[config.mk]
export PLATFORM = sky130hd
export DESIGN_NAME = sensor_scratchpad
export DESIGN_NICKNAME = d
export VERILOG_FILES = /design/src/rtl/sp_pkg.sv /design/src/rtl/sp_crc8.sv /design/src/rtl/sp_nvstore.sv /design/src/rtl/sp_conv_timer.sv /design/src/rtl/sensor_scratchpad.sv
export SDC_FILE = /design/constraint.sdc
export NUM_CORES = 1
export LEC_CHECK = 0
export ABC_AREA = 1
export BUFFER_PORTS_ARGS = -buffer_cell sky130_fd_sc_hd__buf_4
export CAP_MARGIN = 40
export CORE_AREA = 2 2 128 130
export DETAILED_ROUTE_END_ITERATION = 6
export DIE_AREA = 0 0 130 132
export PLACE_DENSITY = 0.65
export SYNTH_ARGS = -nofsm -noshare
export SYNTH_HDL_FRONTEND = slang
export SYNTH_SLANG_ARGS = --single-unit
[constraint.sdc]
create_clock -name clk -period 5.1 [get_ports clk]
set_clock_uncertainty 0.1 [all_clocks]
set_input_delay 0.765 -clock clk [delete_from_list [all_inputs] [get_ports clk]]
set_output_delay 0.765 -clock clk [all_outputs]
set_load 0.01 [all_outputs]
[src/rtl/sp_pkg.sv]
// Shared types for the scratchpad controller: command codes, control
// states and the configuration byte layout. Assumes 8-bit command codes.
package sp_pkg;

    localparam logic [7:0] CMD_WRITE  = 8'h4E;
    localparam logic [7:0] CMD_READ   = 8'hBE;
    localparam logic [7:0] CMD_COPY   = 8'h48;
    localparam logic [7:0] CMD_RECALL = 8'hB8;

    typedef enum logic [2:0] {
        ST_IDLE,
        ST_WRITE,
        ST_READ,
        ST_COPY,
        ST_RECALL
    } sp_state_e;

    // Configuration byte: bit 7 low, bits 6..5 resolution, bits 4..0 high.
    function automatic logic [7:0] cfg_byte(input logic [1:0] res);
        return {1'b0, res, 5'b11111};
    endfunction

endpackage

[src/rtl/sp_crc8.sv]
// Combinational CRC-8 (x^8+x^5+x^4+1, reflected, initial value 0) over
// NBYTES bytes. Byte 0 occupies the lowest bits and every byte is taken
// LSB first. Assumes NBYTES is small enough to unroll.
module sp_crc8 #(
    parameter int NBYTES = 8
) (
    input  logic [8*NBYTES-1:0] data,
    output logic [7:0]          crc
);

    localparam int NBITS = 8 * NBYTES;

    logic [7:0] acc;

    // Shift each data bit through the reflected polynomial.
    always_comb begin
        acc = 8'h00;
        for (int i = 0; i < NBITS; i++) begin
            acc = {1'b0, acc[7:1]} ^ ({8{acc[0] ^ data[i]}} & 8'h8C);
        end
        crc = acc;
    end

endmodule

[src/rtl/sp_nvstore.sv]
// Shadow store for the writable scratchpad bytes. A copy or a recall
// request starts a LAT-cycle busy window. At its last cycle a copy
// captures wr_data, and recall_done tells the owner to load rd_data.
// Requests made while busy are dropped. Assumes LAT >= 1.
module sp_nvstore #(
    parameter int             W    = 24,
    parameter int             LAT  = 20,
    parameter logic [W-1:0]   INIT = '0
) (
    input  logic         clk,
    input  logic         rst_n,
    input  logic         copy_go,
    input  logic         recall_go,
    input  logic [W-1:0] wr_data,
    output logic [W-1:0] rd_data,
    output logic         busy,
    output logic         finish,
    output logic         recall_done
);

    localparam int CW = $clog2(LAT + 1);

    logic [CW-1:0] cnt_q;
    logic          is_copy_q;
    logic [W-1:0]  store_q;

    // Latency counter, operation kind and stored contents.
    always_ff @(posedge clk) begin
        if (!rst_n) begin
            cnt_q     <= '0;
            is_copy_q <= 1'b0;
            store_q   <= INIT;
        end else if (cnt_q == '0) begin
            if (copy_go || recall_go) begin
                cnt_q     <= CW'(LAT);
                is_copy_q <= copy_go;
            end
        end else begin
            cnt_q <= cnt_q - 1'b1;
            if (cnt_q == CW'(1) && is_copy_q) store_q <= wr_data;
        end
    end

    // Status toward the owner.
    always_comb begin
        busy        = (cnt_q != '0);
        finish      = (cnt_q == CW'(1));
        recall_done = finish && !is_copy_q;
        rd_data     = store_q;
    end


    store_hold_chk: assert property (@(posedge clk) disable iff (!rst_n)
        !finish |=> $stable(store_q));


    busy_drop_chk: assert property (@(posedge clk) disable iff (!rst_n)
        (busy && (copy_go || recall_go)) |=> (is_copy_q == $past(is_copy_q)));

endmodule

[src/rtl/sp_conv_timer.sv]
// Conversion timer. On start while idle it loads a period of TCONV
// cycles divided by 8, 4, 2 or 1 for a resolution of 00..11 and counts
// down. One cycle after the count expires it pulses done. Starts made
// while counting are dropped. Assumes TCONV >= 16.
module sp_conv_timer #(
    parameter int TCONV = 800
) (
    input  logic       clk,
    input  logic       rst_n,
    input  logic       start,
    input  logic [1:0] res,
    output logic       done
);

    localparam int CW = $clog2(TCONV + 1);

    logic [CW-1:0] cnt_q;
    logic [CW-1:0] period;
    logic          done_q;

    // Period chosen by the resolution field.
    always_comb begin
        case (res)
            2'b00:   period = CW'(TCONV / 8);
            2'b01:   period = CW'(TCONV / 4);
            2'b10:   period = CW'(TCONV / 2);
            default: period = CW'(TCONV);
        endcase
    end

    // Down counter and registered done pulse.
    always_ff @(posedge clk) begin
        if (!rst_n) begin
            cnt_q  <= '0;
            done_q <= 1'b0;
        end else begin
            done_q <= (cnt_q == CW'(1));
            if (cnt_q == '0) begin
                if (start) cnt_q <= period;
            end else begin
                cnt_q <= cnt_q - 1'b1;
            end
        end
    end

    assign done = done_q;


    done_pulse_chk: assert property (@(posedge clk) disable iff (!rst_n)
        done_q |=> !done_q);


    restart_drop_chk: assert property (@(posedge clk) disable iff (!rst_n)
        (start && cnt_q > CW'(1)) |=> (cnt_q < $past(cnt_q)));

endmodule

[src/rtl/sensor_scratchpad.sv]
// Scratchpad register controller for a serial-bus temperature sensor.
// It takes decoded function commands, moves data bit-serially LSB
// first, keeps the CRC byte current, drives a shadow store with copy and
// recall, and times conversions from the resolution field. Assumes the
// bus front end gives at most one strobe per cycle.
module sensor_scratchpad
    import sp_pkg::*;
#(
    parameter int         TCONV_CYC = 800,
    parameter int         NV_LAT    = 20,
    parameter logic [7:0] TH_INIT   = 8'h4B,
    parameter logic [7:0] TL_INIT   = 8'h46,
    parameter logic [1:0] RES_INIT  = 2'b11,
    parameter logic [7:0] RSV6_VAL  = 8'h0C
) (
    input  logic        clk,
    input  logic        rst_n,
    input  logic        cmd_valid,
    input  logic [7:0]  cmd_code,
    input  logic        txn_end,
    input  logic        wr_bit_valid,
    input  logic        wr_bit,
    input  logic        rd_slot,
    output logic        rd_bit,
    input  logic        conv_start,
    input  logic [15:0] temp_in,
    output logic        conv_done
);

    localparam int NBODY  = 8;
    localparam int NBITS  = 8 * (NBODY + 1);
    localparam int PW     = $clog2(NBITS + 1);
    localparam int WRBITS = 24;

    sp_state_e    state_q;
    logic [15:0]  temp_q;
    logic [7:0]   th_q, tl_q;
    logic [1:0]   res_q;
    logic [4:0]   wr_cnt_q;
    logic [7:0]   wr_sh_q;
    logic [PW-1:0] rd_ptr_q;

    logic [8*NBODY-1:0] body_w;
    logic [7:0]   crc_w;
    logic [NBITS-1:0] frame_w;
    logic         busy_state, cmd_ok, copy_go, recall_go;
    logic [23:0]  nv_rd;
    logic         nv_busy, nv_finish, nv_recall_done;
    logic [7:0]   wr_byte;

    // Scratchpad image: byte 0 in the low bits, check byte on top.
    always_comb begin
        body_w  = {8'h10, RSV6_VAL, 8'hFF, cfg_byte(res_q), tl_q, th_q, temp_q};
        frame_w = {crc_w, body_w};
    end

    sp_crc8 #(.NBYTES(NBODY)) crc_i (
        .data (body_w),
        .crc  (crc_w)
    );

    // Command acceptance and shadow-store requests.
    always_comb begin
        busy_state = (state_q == ST_COPY) || (state_q == ST_RECALL);
        cmd_ok     = cmd_valid && !busy_state;
        copy_go    = cmd_ok && (cmd_code == CMD_COPY);
        recall_go  = cmd_ok && (cmd_code == CMD_RECALL);
        wr_byte    = {wr_bit, wr_sh_q[7:1]};
    end

    sp_nvstore #(
        .W    (24),
        .LAT  (NV_LAT),
        .INIT ({cfg_byte(RES_INIT), TL_INIT, TH_INIT})
    ) nv_i (
        .clk         (clk),
        .rst_n       (rst_n),
        .copy_go     (copy_go),
        .recall_go   (recall_go),
        .wr_data     ({cfg_byte(res_q), tl_q, th_q}),
        .rd_data     (nv_rd),
        .busy        (nv_busy),
        .finish      (nv_finish),
        .recall_done (nv_recall_done)
    );

    sp_conv_timer #(.TCONV(TCONV_CYC)) conv_i (
        .clk   (clk),
        .rst_n (rst_n),
        .start (conv_start),
        .res   (res_q),
        .done  (conv_done)
    );

    // Bit returned by a read slot in the current state.
    always_comb begin
        case (state_q)
            ST_READ:   rd_bit = (rd_ptr_q < PW'(NBITS)) ? frame_w[rd_ptr_q] : 1'b1;
            ST_RECALL: rd_bit = 1'b0;
            default:   rd_bit = 1'b1;
        endcase
    end

    // Control state, serial write assembly, read pointer and stored bytes.
    always_ff @(posedge clk) begin
        if (!rst_n) begin
            state_q  <= ST_IDLE;
            temp_q   <= 16'h0550;
            th_q     <= TH_INIT;
            tl_q     <= TL_INIT;
            res_q    <= RES_INIT;
            wr_cnt_q <= '0;
            wr_sh_q  <= '0;
            rd_ptr_q <= '0;
        end else begin
            if (conv_done) temp_q <= temp_in;
            if (cmd_ok) begin
                case (cmd_code)
                    CMD_WRITE:  begin state_q <= ST_WRITE; wr_cnt_q <= '0; end
                    CMD_READ:   begin state_q <= ST_READ;  rd_ptr_q <= '0; end
                    CMD_COPY:   state_q <= ST_COPY;
                    CMD_RECALL: state_q <= ST_RECALL;
                    default:    state_q <= ST_IDLE;
                endcase
            end else if (txn_end && (state_q == ST_WRITE || state_q == ST_READ)) begin
                state_q <= ST_IDLE;
            end else begin
                case (state_q)
                    ST_WRITE: if (wr_bit_valid && wr_cnt_q < 5'(WRBITS)) begin
                        wr_sh_q  <= wr_byte;
                        wr_cnt_q <= wr_cnt_q + 1'b1;
                        if (wr_cnt_q[2:0] == 3'd7) begin
                            case (wr_cnt_q[4:3])
                                2'd0:    th_q  <= wr_byte;
                                2'd1:    tl_q  <= wr_byte;
                                default: res_q <= wr_byte[6:5];
                            endcase
                        end
                    end
                    ST_READ: if (rd_slot && rd_ptr_q < PW'(NBITS)) rd_ptr_q <= rd_ptr_q + 1'b1;
                    ST_COPY: if (nv_finish) state_q <= ST_IDLE;
                    ST_RECALL: if (nv_recall_done) begin
                        th_q    <= nv_rd[7:0];
                        tl_q    <= nv_rd[15:8];
                        res_q   <= nv_rd[22:21];
                        state_q <= ST_IDLE;
                    end
                    default: ;
                endcase
            end
        end
    end


    wr_cnt_range_chk: assert property (@(posedge clk) disable iff (!rst_n)
        wr_cnt_q <= 5'(WRBITS));


    rd_ptr_range_chk: assert property (@(posedge clk) disable iff (!rst_n)
        rd_ptr_q <= PW'(NBITS));


    recall_busy_chk: assert property (@(posedge clk) disable iff (!rst_n)
        (state_q == ST_RECALL) |-> nv_busy);


    copy_locked_chk: assert property (@(posedge clk) disable iff (!rst_n)
        (state_q == ST_COPY && cmd_valid) |=> (state_q == ST_COPY || state_q == ST_IDLE));


    res_hold_chk: assert property (@(posedge clk) disable iff (!rst_n)
        (!(wr_bit_valid && state_q == ST_WRITE) && !nv_recall_done) |=> $stable(res_q));

endmodule

==> impl_metrics.ini, run 1 <==
[layout]
nNetsFinal = 1224
fillers = 1554
finish.utilization = 0.5504
final_cell_count_no_fill = 1400
drive_gt1_frac = 0.2542
flow.area_growth_from_synthesis_pct = 24.25
multi_input_area_mm2 = 0.004897
seq_area_mm2 = 0.001834
antennaDiodeCount = 0

[clock_network]
clk_pin_slew_ns = 0.06
clk_latency_ns = 0.35
root_buffer = clkbuf_16
clock_path_buffers = 2
cts_tree = done
numCtsBuffers = 9
clock-sinks = 91
cts_max_level = 3
ctsHoldBuffers = 0

[floorplan]
start_util = 0.4430
die_h_um = 132
die_area_mm2 = 0.01716
io_pins = 34
row_count = 46
core_mm2 = 0.01571
chipWidth_um = 130

[critical_path]
slowest_delay_ns = 0.39
required_ns = 4.24
cp-start-kind = flop
slowest_stage = dfxtp_4
reg2reg_depth = 12
cp-end-kind = primary output
crit_type = reg -> out
crit_arrival_ns = 5.10
path_max_fanout = 6
cp_common_cell = nand2_1

[logic_synthesis]
yosysTopAreaCell = dfxtp_1
ys.flop_type = dfxtp_1
synth.top_cell.area_share = 0.2617
synth-seq-area-share = 0.2617
yosysUniqueCellTypes = 43
synth_fp_nets = 1140
synth_top_cells_by_area = dfxtp_1, nand2_1, nand3_1
avgSynthCellArea_um2 = 6.357
synth-edff-count = 0
ys_ff_latch = 91
async_reset_ff_frac = 0
synth_cells = 1095
yosys_warnings = 0
synth_area_mm2 = 0.006960

[global_route]
busiest_layer = met2
grtUsageMet2 = 0.3514
grt_max_degree = 54
antenna_found_initial = 0
met3_usage = 0.01664
grt_pass1_wl_mm = 30.38
overflow = 0
grt_pass1_vias = 6584
grtUsageMet1 = 0.3001
grt_use_total = 0.2137

[worst_hold_path]
holdCritPathClass = reg -> reg
min_delay_path_depth = 2

[place]
routabilityCongestion = 0.9236
dp_slack_ns = -0.6554
dp.cells = 1380
dp_hpwl_mm = 13.74
portBuffers = 33

[routing]
wl_mm = 18.06
wire_per_inst_um = 12.90
drc = 0
dr.pass1.iters = 5
drt_iter0_markers = 455
viasPerCell = 5.120
drtAntennaViolNets = 0
vias = 7168

[timing]
grt_setup_unrepaired = yes
slew_viol_final = 0
maxSlewHeadroom = 0.4506
max_freq_mhz = 167.6
fin_hold_ws_ns = 0.3497
hold_violations = 0
tightest_slew_ns = 0.8232
layout_setup_ws_ns = -0.8665
min_period_ns = 5.967
period_share = 1.170
setup_viol = 1

[status]
outcome = finished with violations
violations = negative setup slack

[flow_run]
drv_cap = 0
[Yosys cell counts, drive strengths merged (5+ instances only)]
cell and number:
o211ai 5, nor2 31, nand4 7, xnor2 10, dfxtp 91, a21oi 84
nand3 152, o21ai 108, nand2 353, xor2 21, or2 6, clkbuf 26
a211oi 5, inv 144, ha 13, nor3 11
[state kept, by name, indices dropped and copies added, names as in the netlist, 7 cells and up]
signal        cells
tl_q              8
nv_i.rd_data     18
th_q              8
wr_sh_q           7
rd_ptr_q          7
temp_q           16
conv_i.cnt_q     10
[layout by cell type, fill, tap and decap left out, types with 17 or more instances in the layout]
master and n:
nand2_1 250, inv_1 124, o21ai_0 108, nand3_1 107, buf_4 97, dfxtp_1 85, a21oi_1 84, nand2_2 68
nand3_2 32, nand2_4 31, nor2_1 30, inv_2 18, xor2_1 17
[path summary, 6_finish.rpt]
check	from	end	slack, ns
worst max register to register	state_q[2]	rd_ptr_q[5]	1.70
worst min register to register	nv_i.rd_data[8]	nv_i.rd_data[8]	0.35
worst max-delay path	temp_q[4]	rd_bit	-0.87
worst min-delay path	nv_i.rd_data[8]	nv_i.rd_data[8]	0.35
[what timing repair did]
| item | 4_1_cts | 5_1_grt |
|---|---|---|
| gates resized for setup | 25 | 81 |
| setup buffers | 1 | 3 |
| pin swaps | 10 | 26 |
| endpoints found under the setup margin | 1 | 1 |
[per-stage QoR]
stage	cell area (µm²)	TNS, ns
after global placement	7850	-0.6147
after floorplan	6960	0
after CTS	8263	-0.8760
after global routing	8648	-1.408
after detailed placement	7881	-0.6554
final	8648	-0.8665
[logic make-up after synthesis]
family | synth area share
fa+ha+maj | 0.02337
buf+inv | 0.09437
flops | 0.2617
simple gates | 0.4036
xor+xnor | 0.05321
compound gates | 0.1638
[area by class of cell]
cell class	count	share of cell area
Clock inverter	6	0.007523
Inverter	146	0.06395
Clock buffer	10	0.02648
Tap cell	216	0.03125
Timing Repair Buffer	101	0.09245
Sequential cell	91	0.2121
Multi-Input combinational cell	830	0.5663
[metal layers]
layer	up-vias	part of all wire	routed length (µm)
met3	18	0.037	666
met4	0	0.011	204
met1	3240	0.47	8505
met5	-	0	0
li1	3774	-	-
met2	136	0.48	8684
[critical path: cells and delay by family, from the launching register on]
family                 cells  cell delay [ns]
buffers and inverters      5             0.44
DFF                        1             0.39
and+or+nand+nor           48             3.96
Power of run 1 is not shown: default switching activity piles up to over one toggle a cycle in this logic, so the estimate is an artifact.
==> inputs of run 2 (changes only) <==
- ABC_AREA: 1 -> 0
- CORE_AREA: 2 2 128 130 -> 2 2 116 118
- DIE_AREA: 0 0 130 132 -> 0 0 118 120
==> run 2 against run 1 <==
  * The run now ends clean
  * Clock-buffer cell count grew 1
  * Die area is 17% lower
  * Critical path depth fell by 42
  * Routed wire length fell by 28%
  * Critical endpoint unchanged
  * Final area down 27%
  * Critical path type unchanged
  * Sequential share of layout area rose by 7.8 points
  * Largest cell class unchanged
==> impl_metrics.ini, run 2 <==
[status]
outcome = completed

[logic_synthesis]
synth.top_cell.area_share = 0.3216
synth_top_family_by_area = XOR/XNOR gates
ys_ff_latch = 91
yosys.area_share.xor_xnor = 0.2321
synth_fa_ha_area_frac = 0.02871
netlist_top_cells_count = dfxtp_1, nor2_1, nand2_1
yosysMostFrequentCell = dfxtp_1
synth-edff-count = 0
avgSynthCellArea_um2 = 9.442
synth_cells = 600
yosys_warnings = 0
yosysTopAreaCell = dfxtp_1
synth_top_cells_by_area = dfxtp_1, xnor2_1, nor2_1
yosysUniqueCellTypes = 59
async_reset_ff_frac = 0
yosys.area_share.simple = 0.1718
synth_fp_nets = 645
synth_area_mm2 = 0.005665
synthMuxAreaShare = 0.08834
synth_compound_gate_area_share = 0.1159
ys.flop_type = dfxtp_1
synth-seq-area-share = 0.3216

[floorplan]
die_area_mm2 = 0.01416
chipWidth_um = 118
start_util = 0.4365
io_pins = 34
row_count = 42
die_h_um = 120
core_mm2 = 0.01298

[power_and_ir_drop]
ir_drop_mv = 0.4267
p_leak_nw = 2.521
power_density_mw_per_mm2 = 662.5

[flow_run]
drv_cap = 0

[routing]
vias = 4280
drtAntennaViolNets = 0
wire_per_inst_um = 16.30
wl_mm = 12.94
viasPerCell = 5.390
dr.pass1.iters = 5
drc = 0
drt_iter0_markers = 301

[place]
dp_hpwl_mm = 9.431
portBuffers = 33
placed_area_mm2 = 0.005977
routabilityCongestion = 0.8660

[critical_path]
cp_common_cell = xnor3_2
cp-start-kind = flop
slowest_stage = xnor3_2
crit_arrival_ns = 3.94
slowest_delay_ns = 0.53
crit_type = reg -> out
path_max_fanout = 6
required_ns = 4.24
r2r_slack_ns = 2.15
cp-end-kind = primary output
cp_cell_sequence = xnor3_2 -> xor3_2 -> xnor3_2 -> xnor3_2 -> xor3_1 -> xnor3_2 -> xnor2_1 -> a211o_1 -> o211ai_2 -> o2bb2ai_1 -> buf_4

[timing]
tightest_slew_ns = 0.8455
min_period_ns = 4.808
grt_setup_unrepaired = no
slew_viol_final = 0
fin_hold_ws_ns = 0.3573
period_share = 0.9428
hold_violations = 0
setup_tns_ns = 0
maxSlewHeadroom = 0.4348
max_freq_mhz = 208.0
setup_viol = 0

[clock_network]
clk_pin_slew_ns = 0.06
numCtsBuffers = 9
clk_latency_ns = 0.35
root_buffer = clkbuf_16
cts_tree = done
ctsHoldBuffers = 0
clock_path_buffers = 2
clock-sinks = 91
cts-resized-gates = 0
post_cts_buffers = 0
cts_max_level = 3

[global_route]
grt_pass1_wl_mm = 21.36
grtUsageMet2 = 0.3358
antenna_found_initial = 0
met3_usage = 0.03470
grt_pass1_vias = 4256
grt_max_degree = 49
grt_use_total = 0.1910
overflow = 0
grtUsageMet1 = 0.2361
busiest_layer = met2

[layout]
largest_register_ffs = 18
fin_area_mm2 = 0.006272
layout_common_cells = dfxtp_1, nor2_1, nand2_1
drive_gt1_frac = 0.1440
nNetsFinal = 658
final_common_cell = dfxtp_1
flow.area_growth_from_synthesis_pct = 10.71
antennaDiodeCount = 0

[worst_hold_path]
holdCritPathClass = reg -> reg
## run 2: worst max-delay path, delay by kind of cell, from the launching register on
family	cells	cell delay, ns
xor+xnor	7	2.38
buf+inv	1	0.14
flops	1	0.49
compound gates	3	0.59
## run 2: path summary, 6_finish.rpt
kind,startpoint,end,depth (start not counted)
hold / removal,nv_i.rd_data[7],nv_i.rd_data[7],2
setup / recovery,temp_q[1],rd_bit,11
setup reg to reg,state_q[0],wr_sh_q[1],9
hold reg to reg,nv_i.rd_data[7],nv_i.rd_data[7],2
## run 2: per-stage QoR
step,std cells,power [mW],setup WS [ns],util
after global routing,794,4.438,0.1168,0.4832
after detailed placement,778,3.480,0.6620,0.4605
after floorplan,600,3.113,1.011,-
after global placement,776,3.375,0.7760,0.4587
after CTS,794,4.171,0.2487,0.4832
final,794,4.155,0.2915,0.4832
## run 2: final cells by class
type                       count  area, µm²
sequential                    91       1822
inverter                      13      48.80
clock inverter                 5      52.55
timing repair buffer          36      277.8
fill                        1247       6708
multi-input combinational    462       3608
tap                          176      220.2
clock buffer                  11      242.7
## run 2: metal layers
metal	part of all wire	wire length, µm	up-vias
li1	-	-	2120
met1	0.46	5914	2078
met2	0.50	6496	68
met3	0.029	369	14
met4	0.012	161	0
met5	0	0	-
## run 2: logic make-up after synthesis
group | count (synthesis)
flops | 91
simple gates | 215
compound gates | 102
fa+ha+maj | 13
xor+xnor | 95
buf+inv | 47
mux | 37
## run 2: power by group
group	internal, mW	switching (mW)
Combinational	1.48	1.16
Sequential	0.773	0.0735
Clock	0.391	0.281
Total	2.64	1.51
Note: power is estimated with default switching activity, not from simulation.
